==> config.mk <==
export PLATFORM = sky130hd
export DESIGN_NAME = wlet_predict
export DESIGN_NICKNAME = d
export VERILOG_FILES = /design/src/rtl/wlp_pkg.sv /design/src/rtl/wlp_pair_ctrl.sv /design/src/rtl/wlp_sum_stage.sv /design/src/rtl/wlp_diff_stage.sv /design/src/rtl/wlet_predict.sv
export SDC_FILE = /design/constraint.sdc
export NUM_CORES = 1
export LEC_CHECK = 0
export ABC_AREA = 1
export BUFFER_PORTS_ARGS = -buffer_cell sky130_fd_sc_hd__buf_4
export CAP_MARGIN = 20
export CORE_MARGIN = 4
export CORE_UTILIZATION = 53
export DETAILED_ROUTE_END_ITERATION = 8
export PLACE_DENSITY = 0.82
export SETUP_SLACK_MARGIN = 0.15
export SLEW_MARGIN = 20
export SYNTH_ARGS = -nofsm -noshare
export SYNTH_HDL_FRONTEND = slang
export SYNTH_SLANG_ARGS = --single-unit
==> constraint.sdc <==
create_clock -name clk_i -period 2.3 [get_ports clk_i]
set_clock_uncertainty 0.2 [all_clocks]
set_input_delay 0.115 -clock clk_i [delete_from_list [all_inputs] [get_ports clk_i]]
set_output_delay 0.115 -clock clk_i [all_outputs]
set_load 0.01 [all_outputs]
==> src/rtl/wlp_pkg.sv <==
package wlp_pkg;
  typedef enum logic {PH_EVEN = 1'b0, PH_ODD = 1'b1} phase_e;
endpackage

==> src/rtl/wlp_pair_ctrl.sv <==
module wlp_pair_ctrl
  import wlp_pkg::*;
#(
  parameter int PIX_W = 8
) (
  input  logic             clk_i,
  input  logic             rst_ni,
  input  logic [PIX_W-1:0] pix_i,
  input  logic             valid_i,
  input  logic             last_i,
  output logic             trip_v_o,
  output logic [PIX_W-1:0] left_o,
  output logic [PIX_W-1:0] odd_o,
  output logic [PIX_W-1:0] right_o
);
  phase_e           phase_q;
  logic [PIX_W-1:0] even_q, odd_q;
  logic             pend_q;
  logic             take_even, take_odd;

  assign take_even = valid_i && (phase_q == PH_EVEN);
  assign take_odd  = valid_i && (phase_q == PH_ODD);

  // a triple closes on the next even pixel, or on a line-final odd pixel (mirror)
  assign trip_v_o = (take_even && pend_q) || (take_odd && last_i);
  assign left_o   = even_q;
  assign odd_o    = take_odd ? pix_i  : odd_q;
  assign right_o  = take_odd ? even_q : pix_i;

  always_ff @(posedge clk_i or negedge rst_ni) begin
    if (!rst_ni) begin
      phase_q <= PH_EVEN;
      even_q  <= '0;
      odd_q   <= '0;
      pend_q  <= 1'b0;
    end else if (take_even) begin
      even_q  <= pix_i;
      pend_q  <= 1'b0;
      phase_q <= PH_ODD;
    end else if (take_odd) begin
      phase_q <= PH_EVEN;
      pend_q  <= !last_i;
      if (!last_i) odd_q <= pix_i;
    end
  end

  a_r8_idle_hold: assert property (@(posedge clk_i) disable iff (!rst_ni)
    !valid_i |=> $stable(phase_q) && $stable(even_q) && $stable(pend_q) && $stable(odd_q));

  a_r9_line_restart: assert property (@(posedge clk_i) disable iff (!rst_ni)
    take_odd && last_i |=> !pend_q && (phase_q == PH_EVEN));
endmodule

==> src/rtl/wlp_sum_stage.sv <==
module wlp_sum_stage #(
  parameter int PIX_W = 8
) (
  input  logic             clk_i,
  input  logic             rst_ni,
  input  logic             v_i,
  input  logic [PIX_W-1:0] left_i,
  input  logic [PIX_W-1:0] odd_i,
  input  logic [PIX_W-1:0] right_i,
  output logic             v_o,
  output logic [PIX_W:0]   sum_o,
  output logic [PIX_W-1:0] odd_o,
  output logic [PIX_W-1:0] approx_o
);
  always_ff @(posedge clk_i or negedge rst_ni) begin
    if (!rst_ni) begin
      v_o      <= 1'b0;
      sum_o    <= '0;
      odd_o    <= '0;
      approx_o <= '0;
    end else begin
      v_o <= v_i;
      if (v_i) begin
        sum_o    <= {1'b0, left_i} + {1'b0, right_i};
        odd_o    <= odd_i;
        approx_o <= left_i;
      end
    end
  end

  a_r3_no_overflow: assert property (@(posedge clk_i) disable iff (!rst_ni)
    v_o |-> sum_o >= {1'b0, approx_o});
endmodule

==> src/rtl/wlp_diff_stage.sv <==
module wlp_diff_stage #(
  parameter int PIX_W = 8
) (
  input  logic             clk_i,
  input  logic             rst_ni,
  input  logic             v_i,
  input  logic [PIX_W:0]   sum_i,
  input  logic [PIX_W-1:0] odd_i,
  input  logic [PIX_W-1:0] approx_i,
  output logic             valid_o,
  output logic [PIX_W:0]   detail_o,
  output logic [PIX_W-1:0] approx_o
);
  localparam int EXT_W = PIX_W + 2;

  logic signed [EXT_W-1:0] sum_s, odd_s, half_s, diff_s;

  assign sum_s  = {1'b0, sum_i};
  assign odd_s  = {2'b00, odd_i};
  assign half_s = sum_s >>> 1;  // floor halving, sign-preserving
  assign diff_s = odd_s - half_s;

  always_ff @(posedge clk_i or negedge rst_ni) begin
    if (!rst_ni) begin
      valid_o  <= 1'b0;
      detail_o <= '0;
      approx_o <= '0;
    end else begin
      valid_o  <= v_i;
      detail_o <= v_i ? diff_s[PIX_W:0] : '0;
      approx_o <= v_i ? approx_i : '0;
    end
  end

  a_r2_fits: assert property (@(posedge clk_i) disable iff (!rst_ni)
    v_i |-> diff_s[EXT_W-1] == diff_s[PIX_W]);

  a_r2_range: assert property (@(posedge clk_i) disable iff (!rst_ni)
    valid_o |-> int'($signed(detail_o)) >= -((1 << PIX_W) - 1));
endmodule

==> src/rtl/wlet_predict.sv <==
module wlet_predict #(
  parameter int PIX_W = 8
) (
  input  logic             clk_i,
  input  logic             rst_ni,
  input  logic [PIX_W-1:0] pix_i,
  input  logic             valid_i,
  input  logic             last_i,
  output logic             valid_o,
  output logic [PIX_W:0]   detail_o,
  output logic [PIX_W-1:0] approx_o
);
  logic             trip_v, s1_v;
  logic [PIX_W-1:0] t_left, t_odd, t_right, s1_odd, s1_appr;
  logic [PIX_W:0]   s1_sum;

  wlp_pair_ctrl #(.PIX_W(PIX_W)) u_ctrl (
    .clk_i(clk_i), .rst_ni(rst_ni), .pix_i(pix_i), .valid_i(valid_i),
    .last_i(last_i), .trip_v_o(trip_v), .left_o(t_left), .odd_o(t_odd),
    .right_o(t_right)
  );

  wlp_sum_stage #(.PIX_W(PIX_W)) u_sum (
    .clk_i(clk_i), .rst_ni(rst_ni), .v_i(trip_v), .left_i(t_left),
    .odd_i(t_odd), .right_i(t_right), .v_o(s1_v), .sum_o(s1_sum),
    .odd_o(s1_odd), .approx_o(s1_appr)
  );

  wlp_diff_stage #(.PIX_W(PIX_W)) u_diff (
    .clk_i(clk_i), .rst_ni(rst_ni), .v_i(s1_v), .sum_i(s1_sum),
    .odd_i(s1_odd), .approx_i(s1_appr), .valid_o(valid_o),
    .detail_o(detail_o), .approx_o(approx_o)
  );

  a_r5_latency: assert property (@(posedge clk_i) disable iff (!rst_ni)
    trip_v |-> ##2 valid_o);

  a_r5_no_spurious: assert property (@(posedge clk_i) disable iff (!rst_ni)
    !trip_v |-> ##2 !valid_o);
endmodule

==> summary.txt, run 1 <==
Floorplanning
  • Chip height: 83.29 microns
  • Die area: 0.006936 sq mm
  • # rows: 27
  • Initial Utilization: 54.56%
  • # IOs: 30
  • Die width: 83.29 microns
  • Core Box Area: 0.005507 sq mm

Setup path
  • Worst endpoint data arrival time: 2.12 ns
  • R2r setup slk: 0.23 ns
  • Reg2reg start: u_ctrl.phase_q$_DFFE_PN0P_
  • Critical path's most frequent cell: nand2_1
  • Worst setup SP type: input port
  • Crit. End Element: flop
  • Critical R2R Capture: u_sum.sum_o[8]$_DFFE_PN0P_
  • Slowest-stage cell, CP: dlygate4sd3_1
  • Worst-path cell chain: dlygate4sd3_1 -> buf_6 -> nand2_8 -> inv_8 -> nand2_1 -> o21ai_0 -> ha_1 -> a21oi_2 -> o21ai_2 -> nand2_1 -> nand2_1 -> nand2_2 -> nand2_1 -> nand2_1 -> nand2_1
  • Kind of critical path: in -> reg
  • Crit-path max FO: 23
  • Critical Path RT: 2.34 ns
  • Reg2reg path depth: 13
  • Max stage delay on crit path: 0.55 ns

Yosys
  • Ys async rst share: 100.0%
  • Leading cell types by count after synthesis: 116 x nand2_1, 61 x dfrtp_1, 43 x inv_1
  • Post-synth EDFFs: 0
  • Cell variety after synth: 27
  • Synth top area share: 50.81%
  • Syn nets: 382
  • Post-synth top area cell: dfrtp_1
  • Ys Warns: 0
  • Syn Inst Count: 353
  • Syn_area_per_cell: 8.510 sq um
  • Most frequent cell after synthesis: nand2_1
  • Synthesized area: 0.003004 sq mm
  • Top cells by area, synth: dfrtp_1 51%, nand2_1 14%, ha_1 6.2%
  • Ys flop type: dfrtp_1
  • Yosys reg bits: 61
  • Post-synthesis sequential area ratio: 50.81%

Power
  • Design Power: 4.149 mW
  • PwrDens: 1135 mW/mm^2
  • Pleak: 1.944 nW
  • Max VDD drop: 0.0005750 V

CTS
  • Num CTS Buffers: 9
  • CTS sink count: 61
  • CTS clk-pin slew, worst paths: 0.06 ns
  • CTS Buffer Depth: 2
  • Root Driver: clkbuf_8
  • Clk Latency, worst-skew pair: 0.34 ns
  • H-Tree Depth: 3
  • TritonCTS clock tree: yes

Timing
  • Fin crit period: 2.082 ns
  • WHS: 0.1281 ns
  • Setup TNS: 0 ns
  • Peak Freq: 0.4803 GHz
  • Slew @ Worst Pin: 0.7472 ns
  • Final period util: 90.52%
  • Max-slew headroom: 50.19%
  • Final hold vios: 0
  • Final setup fails: 0
  • Unrepaired setup endpoints after global routing: no
  • Pins Over Slew Limit: 0

Drt
  • Via density: 4.981
  • Detail Route Antenna Nets: 0
  • DR pass1 iterations: 4
  • DRT iter0 DRCs: 205
  • Post-Route WL: 6104 microns
  • Drt wl/cell: 12.88 microns
  • DRC Markers: 0
  • Via count: 2361

GRT
  • Remaining Overflow, GRT: 0
  • Initial antenna violation count: 0
  • Total GRT Usage: 19.63%
  • Vias in the first global route: 2308
  • Pin count of the biggest net entering global routing: 62
  • Global-route wire length before repair: 10760 microns

Finish
  • Nets: 427
  • Fill count: 430
  • Inserted Diodes: 0
  • Layout Utilization: 66.39%
  • Share of cells above drive strength 1: 17.66%
  • Area grow syn2layout: 21.70%

Run status
  • Status: complete, no violations

Hold path
  • Worst Hold End: u_sum.odd_o[4]$_DFFE_PN0P_
  • Hold Startpoint: last_i
  • Hold WC Path Type: in -> reg
  • Hold path cells: 4

Run
  • Max cap viols: 0

Place
  • HPWL after DPL: 4119 microns
  • GPL Wtd Cong: 0.8355
  • Input/output buffers: 29
==> routing by layer <==
layer | vias to the layer above | track usage, % | part of all wire (%)
met2 | 64 | 30.98 | 49
met3 | 12 | 6.448 | 5.6
li1 | 1201 | - | -
met5 | - | 0 | 0
met4 | 0 | 8.470 | 1.9
met1 | 1084 | 24.68 | 43
==> kinds of logic after synthesis <==
group / after synthesis / synth area share, %
xor+xnor: 1 / 0.2916
simple gates: 159 / 21.16
flops: 61 / 50.81
compound gates: 57 / 11.12
mux: 1 / 0.4996
fa+ha+maj: 17 / 7.580
buf+inv: 57 / 8.538
==> worst max-delay path by stage <==
| stage | from | end |
|---|---|---|
| global placement | u_ctrl.phase_q$_DFFE_PN0P_ | u_sum.sum_o[6]$_DFFE_PN0P_ |
| CTS | valid_i | u_sum.sum_o[8]$_DFFE_PN0P_ |
| detailed placement | u_ctrl.phase_q$_DFFE_PN0P_ | u_sum.sum_o[6]$_DFFE_PN0P_ |
| floorplan | u_ctrl.phase_q$_DFFE_PN0P_ | u_sum.sum_o[6]$_DFFE_PN0P_ |
| finish | valid_i | u_sum.sum_o[8]$_DFFE_PN0P_ |
| global route | u_ctrl.phase_q$_DFFE_PN0P_ | u_sum.sum_o[7]$_DFFE_PN0P_ |
==> registers in the layout, summed over array words and instances (netlist names) <==
name and cells:
u_diff.detail_o 9, u_ctrl.left_o 8, u_ctrl.odd_q 8, u_diff.approx_o 8, u_sum.approx_o 8, u_sum.odd_o 8
u_sum.sum_o 8, u_ctrl.pend_q 1, u_ctrl.phase_q 1, u_diff.valid_o 1, u_sum.v_o 1
==> worst max-delay path: cells and delay by family <==
| family | cells | cell delay, ns |
|---|---|---|
| and+or+nand+nor | 8 | 0.55 |
| AOI/OAI and AO/OA | 3 | 0.34 |
| buffers and inverters | 3 | 0.75 |
| adders and majority gates | 1 | 0.35 |
==> where the power goes <==
group / switching (mW) / internal, mW
Combinational: 0.870 / 0.617
Sequential: 0.190 / 1.38
Clock: 0.404 / 0.692
==> cell type report <==
class | count | area (sq um) | share of cell area (%)
Tap cell | 72 | 90.09 | 2.464
Multi-Input combinational cell | 235 | 1252 | 34.26
Inverter | 45 | 176.4 | 4.825
Clock buffer | 12 | 165.2 | 4.517
Sequential cell | 61 | 1528 | 41.79
Clock inverter | 3 | 67.56 | 1.848
Timing Repair Buffer | 46 | 376.6 | 10.30
==> repair_timing <==
item                       CTS  global route
hold endpoints to repair    86             0
setup buffers                0             4
setup endpoints to repair    4             5
hold buffers                12             0
resized for setup            3            11
pin swaps                    0             6
==> per-stage QoR <==
stage                     worst slack, ns  cell area, sq um  cells
after CTS                          0.1599              3598    471
after global routing              0.09838              3656    474
after detailed placement           0.1396              3239    444
after floorplan                    0.2194              3004    353
after global placement             0.2016              3239    444
final                              0.2181              3656    474
==> cells in the final DEF, fill, tap and decap left out, types with 2 or more instances in the layout <==
cell | synthesis | routed
o21ai_2 | 7 | 8
clkbuf_8 | 0 | 12
o21ai_0 | 24 | 22
nand2_1 | 116 | 115
o211ai_1 | 2 | 2
bufinv_16 | 0 | 2
nand4_1 | 2 | 2
a21oi_1 | 12 | 11
a31oi_1 | 8 | 8
inv_2 | 2 | 2
buf_4 | 3 | 34
nand3_1 | 11 | 11
nor2_1 | 24 | 24
dlygate4sd3_1 | 0 | 11
dfrtp_1 | 61 | 60
nand2_2 | 3 | 3
o22ai_1 | 2 | 2
ha_1 | 15 | 15
inv_1 | 43 | 42
Power figures use the tool's default switching activity.
==> run 2, diff against run 1 <==
--- a/config.mk
+++ b/config.mk
@@ -8,10 +8,10 @@
 export ABC_AREA = 1
 export BUFFER_PORTS_ARGS = -buffer_cell sky130_fd_sc_hd__buf_4
 export CAP_MARGIN = 20
-export CORE_MARGIN = 4
-export CORE_UTILIZATION = 53
+export CORE_MARGIN = 2
+export CORE_UTILIZATION = 40
 export DETAILED_ROUTE_END_ITERATION = 8
-export PLACE_DENSITY = 0.82
+export PLACE_DENSITY = 0.66
 export SETUP_SLACK_MARGIN = 0.15
 export SLEW_MARGIN = 20
 export SYNTH_ARGS = -nofsm -noshare
==> run 2 against run 1 <==
Effect of this change:
- core utilization shrank 16 points
- wire length decreased by 3.6%
- worst setup slack got worse by 0.043 ns
- design area up 0.92%
- register-to-register slack got worse by 0.06 ns
- largest power group unchanged
- clock-buffer cell count is the same
- die area rose by 18%
- global-route usage shrank 3.8 points
==> summary.txt, run 2 (same netlist as run 1, synthesis figures left out) <==
Power
  • PwrDens: 1049 mW/mm^2 (was 1135 mW/mm^2)
  • Design Power: 3.870 mW (was 4.149 mW)
  • Pleak: 1.961 nW (was 1.944 nW)
  • Max VDD drop: 0.0004395 V (was 0.0005750 V)

Timing
  • Final setup fails: 0 (unchanged)
  • Final period util: 92.40% (was 90.52%)
  • Peak Freq: 0.4705 GHz (was 0.4803 GHz)
  • Setup TNS: 0 ns (unchanged)
  • Max-slew headroom: 50.71% (was 50.19%)
  • Final hold vios: 0 (unchanged)
  • Slew @ Worst Pin: 0.7393 ns (was 0.7472 ns)
  • Fin crit period: 2.125 ns (was 2.082 ns)
  • Unrepaired setup endpoints after global routing: yes (was no)
  • Pins Over Slew Limit: 0 (unchanged)

Place
  • GPL Wtd Cong: 0.8716 (was 0.8355)
  • HPWL after DPL: 4069 microns (was 4119 microns)
  • Dpl cells: 474 (was 444)
  • Placed standard-cell area: 0.003296 sq mm (was 0.003239 sq mm)
  • Input/output buffers: 29 (unchanged)

Finish
  • Nets: 435 (was 427)
  • Post-Layout Inst Area: 0.003690 sq mm (was 0.003656 sq mm)
  • Most flops, register: u_diff.detail_o (unchanged)
  • Most frequent cells in the layout: 116 x nand2_1, 60 x dfrtp_1, 42 x inv_1 (was 115 x nand2_1, 60 x dfrtp_1, 42 x inv_1)
  • Number of flip-flops in the largest register: 9 (unchanged)
  • Area grow syn2layout: 22.82% (was 21.70%)
  • Fin cells: 510 (was 474)
  • Commonest non-fill, non-tap cell in the layout: nand2_1 (unchanged)
  • Layout Utilization: 50.87% (was 66.39%)
  • Fill count: 680 (was 430)
  • Inserted Diodes: 0 (unchanged)
  • Share of cells above drive strength 1: 18.25% (was 17.66%)
  • Area of the multi-input gates: 0.001250 sq mm (was 0.001252 sq mm)
  • Storage cell area: 0.001528 sq mm (unchanged)

GRT
  • Met2 Use GR: 24.44% (was 30.98%)
  • Global-route wire length before repair: 10330 microns (was 10760 microns)
  • Remaining Overflow, GRT: 0 (unchanged)
  • GRT met3 Usage: 2.671% (was 6.448%)
  • Vias in the first global route: 2221 (was 2308)
  • Total GRT Usage: 15.86% (was 19.63%)
  • GR met1 Demand/Resource: 21.23% (was 24.68%)
  • Pin count of the biggest net entering global routing: 62 (unchanged)
  • Initial antenna violation count: 0 (unchanged)
  • Grt peak-use layer: met2 (unchanged)

Setup path
  • Worst path bufs/invs: 2 (was 3)
  • R2r setup slk: 0.17 ns (was 0.23 ns)
  • Worst endpoint data arrival time: 2.20 ns (was 2.12 ns)
  • Critical path's most frequent cell: dlygate4sd3_1 (was nand2_1)
  • Worst-path cell chain: nor2_4 -> nand2_1 -> dlygate4sd3_1 -> o21ai_0 -> dlygate4sd3_1 (was dlygate4sd3_1 -> buf_6 -> nand2_8 -> inv_8 -> nand2_1 -> o21ai_0 -> ha_1 -> a21oi_2 -> o21ai_2 -> nand2_1 -> nand2_1 -> nand2_2 -> nand2_1 -> nand2_1 -> nand2_1)
  • Crit. End Element: flop (unchanged)
  • Worst setup SP type: flop (was input port)
  • Crit-path max FO: 4 (was 23)
  • Critical Path RT: 2.37 ns (was 2.34 ns)
  • Max stage delay on crit path: 0.56 ns (was 0.55 ns)
  • CP top delay family: buffers and inverters (unchanged)
  • Kind of critical path: reg -> reg (was in -> reg)
  • Slowest-stage cell, CP: dlygate4sd3_1 (unchanged)

Drt
  • DR pass1 iterations: 4 (unchanged)
  • Via density: 4.557 (was 4.981)
  • Via count: 2324 (was 2361)
  • DRC Markers: 0 (unchanged)
  • Drt wl/cell: 11.54 microns (was 12.88 microns)
  • Detail Route Antenna Nets: 0 (unchanged)
  • DRT iter0 DRCs: 132 (was 205)
  • Post-Route WL: 5883 microns (was 6104 microns)

Run
  • Max cap viols: 0 (unchanged)

CTS
  • CTS clk-pin slew, worst paths: 0.07 ns (was 0.06 ns)
  • Num CTS Buffers: 9 (unchanged)
  • CTS sink count: 61 (unchanged)
  • H-Tree Depth: 3 (unchanged)
  • Root Driver: clkbuf_8 (unchanged)
  • TritonCTS clock tree: yes (unchanged)
  • Clk Latency, worst-skew pair: 0.33 ns (was 0.34 ns)
  • CTS Buffer Depth: 2 (unchanged)

Floorplanning
  • Initial Utilization: 41.42% (was 54.56%)
  • Core Box Area: 0.007253 sq mm (was 0.005507 sq mm)
  • Chip height: 90.66 microns (was 83.29 microns)
  • Die area: 0.008219 sq mm (was 0.006936 sq mm)
  • # IOs: 30 (unchanged)
  • # rows: 31 (was 27)
  • Die width: 90.66 microns (was 83.29 microns)

Hold path
  • Hold WC Path Type: in -> reg (unchanged)

Run status
  • Status: complete, no violations (unchanged)
[run 2: cell count changes in the layout (fill, tap and decap cells not counted), moves of 3 or more]
| cell | before | now |
|---|---|---|
| buf_4 | 34 | 39 |
| clkinv_2 | 0 | 3 |
| o21ai_0 | 22 | 19 |
| dlygate4sd3_1 | 11 | 15 |
[run 2: through the flow]
step / worst slack (ns) / hold slack (ns)
after floorplan: 0.2194 / -0.3806
after global placement: 0.2040 / 0.03072
after detailed placement: 0.09140 / 0.02961
after CTS: 0.1701 / 0.08887
after global routing: 0.1109 / 0.08812
final: 0.1747 / 0.06891
[run 2: final timing paths]
path,from,to,cells after the start
setup / recovery,u_ctrl.phase_q$_DFFE_PN0P_,u_ctrl.left_o[1]$_DFFE_PN0P_,5
hold / removal,valid_i,u_sum.odd_o[6]$_DFFE_PN0P_,5
setup reg to reg,u_ctrl.phase_q$_DFFE_PN0P_,u_ctrl.left_o[1]$_DFFE_PN0P_,5
hold reg to reg,u_sum.approx_o[5]$_DFFE_PN0P_,u_diff.approx_o[5]$_DFF_PN0_,2
max in group asynchronous,rst_ni,u_ctrl.phase_q$_DFFE_PN0P_,2
min in group asynchronous,rst_ni,u_ctrl.pend_q$_DFFE_PN0P_,2
[run 2: report_power, final]
| part | internal (mW) | switching, mW | leakage [nW] | total, mW |
|---|---|---|---|---|
| Clock | 0.417 | 0.405 | 0.0901 | 0.822 |
| Sequential | 1.37 | 0.179 | 0.773 | 1.55 |
| Combinational | 0.646 | 0.848 | 1.10 | 1.49 |
[run 2: tightest hold or removal path, stage by stage]
cell     delay (ns)
buf_4          0.13
nand2_4        0.12
inv_8          0.06
nand2_1        0.06
a31oi_1        0.07
[run 2: layout make-up]
class                   count  area share, %
flip-flops and latches     61          41.40
multi-input cells         235          33.88
repair buffers             54          12.00
inverters                  45          4.781
clock buffers              12          3.934
well taps                  99          3.357
clock inverters             4         0.6443
[run 2: timing repair]
item | CTS | global route
gates resized for setup | 2 | 14
setup buffers | 0 | 5
endpoints found under the setup margin | 2 | 7
pin swaps | 0 | 9
hold endpoints to repair | 87 | 0
hold buffers | 15 | 0
cloned | 0 | 0
[run 2: per-layer routing]
metal | share of wire [%] | wire [microns]
met1 | 49 | 2883
met2 | 46 | 2681
met4 | 1.6 | 93
met3 | 3.8 | 224
met5 | 0 | 0
==> run 3, diff against run 2 <==
--- a/config.mk
+++ b/config.mk
@@ -8,6 +8,7 @@
 export ABC_AREA = 1
 export BUFFER_PORTS_ARGS = -buffer_cell sky130_fd_sc_hd__buf_4
 export CAP_MARGIN = 20
+export CORE_ASPECT_RATIO = 0.6
 export CORE_MARGIN = 2
 export CORE_UTILIZATION = 40
 export DETAILED_ROUTE_END_ITERATION = 8
==> run 3 against run 2 <==
Effect of this change:
- non-clock buffer count decreased by 2
- die area increased by 0.28%
- sequential share of layout area decreased by 0.80 points
- worst setup slack improved by 0.048 ns
- clock-buffer cell count unchanged
- design area increased by 2.0%
- worst hold slack got worse by 0.025 ns
==> summary.txt, run 3 (same netlist as run 1, synthesis figures left out) <==
Run status
  • Status: complete, no violations (unchanged)

CTS
  • Clk Latency, worst-skew pair: 0.33 ns (about the same)
  • CTS Buffer Depth: 2 (unchanged)
  • CTS clk-pin slew, worst paths: 0.05 ns (was 0.07 ns)
  • Root Driver: clkbuf_16 (was clkbuf_8)
  • H-Tree Depth: 3 (unchanged)
  • Num CTS Buffers: 9 (unchanged)
  • TritonCTS clock tree: yes (unchanged)
  • CTS sink count: 61 (unchanged)

Setup path
  • Kind of critical path: reg -> reg (unchanged)
  • Worst endpoint data arrival time: 2.09 ns (was 2.20 ns)
  • Slowest-stage cell, CP: dfrtp_2 (was dlygate4sd3_1)
  • CP top delay family: simple AND/OR/NAND/NOR gates (was buffers and inverters)
  • Worst path bufs/invs: 2 (unchanged)
  • Max stage delay on crit path: 0.43 ns (was 0.56 ns)
  • Critical path's most frequent cell: nand2_1 (was dlygate4sd3_1)
  • Crit-path max FO: 17 (was 4)
  • Worst setup SP type: flop (unchanged)
  • Worst-path cell chain: nand2_4 -> inv_8 -> nand2_1 -> o21ai_1 -> ha_1 -> nand2_1 -> inv_1 -> nand3_1 -> nand2_2 -> nand2_1 -> nand2_1 -> nand2_1 -> nand3_1 -> nand2_1 (was nor2_4 -> nand2_1 -> dlygate4sd3_1 -> o21ai_0 -> dlygate4sd3_1)
  • Critical Path RT: 2.32 ns (was 2.37 ns)
  • Crit. End Element: flop (unchanged)

Drt
  • Via count: 2401 (was 2324)
  • Drt wl/cell: 12.57 microns (was 11.54 microns)
  • Detail Route Antenna Nets: 0 (unchanged)
  • Post-Route WL: 6423 microns (was 5883 microns)
  • DRC Markers: 0 (unchanged)
  • DRT iter0 DRCs: 217 (was 132)
  • Via density: 4.699 (was 4.557)
  • DR pass1 iterations: 5 (was 4)

Finish
  • Area of the multi-input gates: 0.001236 sq mm (was 0.001250 sq mm)
  • Number of flip-flops in the largest register: 9 (unchanged)
  • Inserted Diodes: 0 (unchanged)
  • Fill count: 687 (was 680)
  • Area grow syn2layout: 25.24% (was 22.82%)
  • Most frequent cells in the layout: 116 x nand2_1, 60 x dfrtp_1, 42 x inv_1 (unchanged)
  • Nets: 433 (was 435)
  • Storage cell area: 0.001528 sq mm (unchanged)
  • Most flops, register: u_diff.detail_o (unchanged)
  • Commonest non-fill, non-tap cell in the layout: nand2_1 (unchanged)
  • Share of cells above drive strength 1: 17.44% (was 18.25%)

GRT
  • Global-route wire length before repair: 10660 microns (was 10330 microns)
  • Pin count of the biggest net entering global routing: 62 (unchanged)
  • Remaining Overflow, GRT: 0 (unchanged)
  • Vias in the first global route: 2161 (was 2221)
  • Total GRT Usage: 17.35% (was 15.86%)
  • Met2 Use GR: 21.44% (was 24.44%)
  • Grt peak-use layer: met1 (was met2)
  • GRT met3 Usage: 6.427% (was 2.671%)
  • Initial antenna violation count: 0 (unchanged)
  • GR met1 Demand/Resource: 26.85% (was 21.23%)

Timing
  • Peak Freq: 0.4813 GHz (was 0.4705 GHz)
  • Final setup fails: 0 (unchanged)
  • Pins Over Slew Limit: 0 (unchanged)
  • Max-slew headroom: 48.95% (was 50.71%)
  • Final period util: 90.34% (was 92.40%)
  • Final hold vios: 0 (unchanged)
  • Worst setup margin: 0.2223 ns (was 0.1747 ns)
  • Unrepaired setup endpoints after global routing: yes (unchanged)
  • Fin crit period: 2.078 ns (was 2.125 ns)
  • Slew @ Worst Pin: 0.7657 ns (was 0.7393 ns)
  • Setup TNS: 0 ns (unchanged)

Floorplanning
  • Core Box Area: 0.007267 sq mm (was 0.007253 sq mm)
  • Die width: 115.9 microns (was 90.66 microns)
  • Initial Utilization: 41.34% (was 41.42%)
  • # IOs: 30 (unchanged)
  • # rows: 24 (was 31)
  • Die area: 0.008243 sq mm (was 0.008219 sq mm)
  • Chip height: 71.13 microns (was 90.66 microns)

Place
  • GPL Wtd Cong: 0.9235 (was 0.8716)
  • Pre-CTS setup slack: 0.1275 ns (was 0.09140 ns)
  • HPWL after DPL: 4468 microns (was 4069 microns)
  • Input/output buffers: 29 (unchanged)

Power
  • Pleak: 1.993 nW (was 1.961 nW)
  • PwrDens: 1137 mW/mm^2 (was 1049 mW/mm^2)
  • Max VDD drop: 0.0004288 V (was 0.0004395 V)

Hold path
  • Hold WC Path Type: in -> reg (unchanged)

Run
  • Max cap viols: 0 (unchanged)
run 3: cell types whose count changed in the layout (fill, tap and decap cells not counted), sizes merged:
| cell | previous run | this run |
|---|---|---|
| dlygate4sd3 | 15 | 14 |
| buf | 39 | 38 |
| clkinv | 4 | 2 |
run 3: repair_timing:
item	in CTS	in global routing
hold buffers	14	0
resized for setup	2	10
pin swaps	0	7
endpoints found under the setup margin	4	6
endpoints found under the hold margin	86	0
buffers inserted	0	4
run 3: worst register-to-register path, cell delays in order (launching register included):
cell and delay [ns]:
dfrtp_2 0.43, nand2_4 0.12, inv_8 0.07, nand2_1 0.05
o21ai_1 0.08, ha_1 0.36, nand2_1 0.07, inv_1 0.05
nand3_1 0.09, nand2_2 0.10, nand2_1 0.07, nand2_1 0.06
nand2_1 0.05, nand3_1 0.10, nand2_1 0.06
run 3: per-layer routing:
layer | part of all wire, % | wire length [microns]
met1 | 55 | 3552
met2 | 37 | 2379
met3 | 6.5 | 415
met4 | 1.2 | 75
met5 | 0 | 0
run 3: path summary, 6_finish.rpt:
check,startpoint,endpoint,slack (ns),depth (start not counted)
worst min-delay path,valid_i,u_ctrl.left_o[1]$_DFFE_PN0P_,0.04,5
min in group asynchronous,rst_ni,u_diff.detail_o[0]$_DFF_PN0_,0.20,2
worst max register to register,u_ctrl.phase_q$_DFFE_PN0P_,u_sum.sum_o[5]$_DFFE_PN0P_,0.22,14
max in group asynchronous,rst_ni,u_ctrl.phase_q$_DFFE_PN0P_,1.15,2
worst min register to register,u_sum.approx_o[6]$_DFFE_PN0P_,u_diff.approx_o[6]$_DFF_PN0_,0.26,2
worst max-delay path,u_ctrl.phase_q$_DFFE_PN0P_,u_sum.sum_o[5]$_DFFE_PN0P_,0.22,14
run 3: cell type report:
type | instances | share of cell area, %
Timing Repair Buffer | 52 | 11.31
Clock inverter | 2 | 0.2660
Clock buffer | 12 | 6.817
Tap cell | 104 | 3.459
Multi-Input combinational cell | 235 | 32.86
Sequential cell | 61 | 40.61
Inverter | 45 | 4.689
run 3: power breakdown:
| group | internal, mW | total [mW] | switching, mW | leakage [nW] |
|---|---|---|---|---|
| sequential | 1.38 | 1.57 | 0.194 | 0.773 |
| combinational | 0.628 | 1.50 | 0.870 | 1.09 |
| clock | 0.769 | 1.21 | 0.438 | 0.134 |
| total | 2.78 | 4.28 | 1.50 | 1.99 |
run 3: through the flow:
step           hold slack, ns  util, %  power (mW)  cells  area [sq um]
6_report              0.04439    51.77       4.278    511          3762
5_1_grt               0.05353    51.77       4.609    511          3762
4_1_cts               0.01482    51.07       4.259    507          3711
3_5_place_dp          0.04464    45.44       2.995    479          3302
3_3_place_gp          0.02935    45.44       2.956    479          3302
2_1_floorplan         -0.3806        -       2.592    353          3004
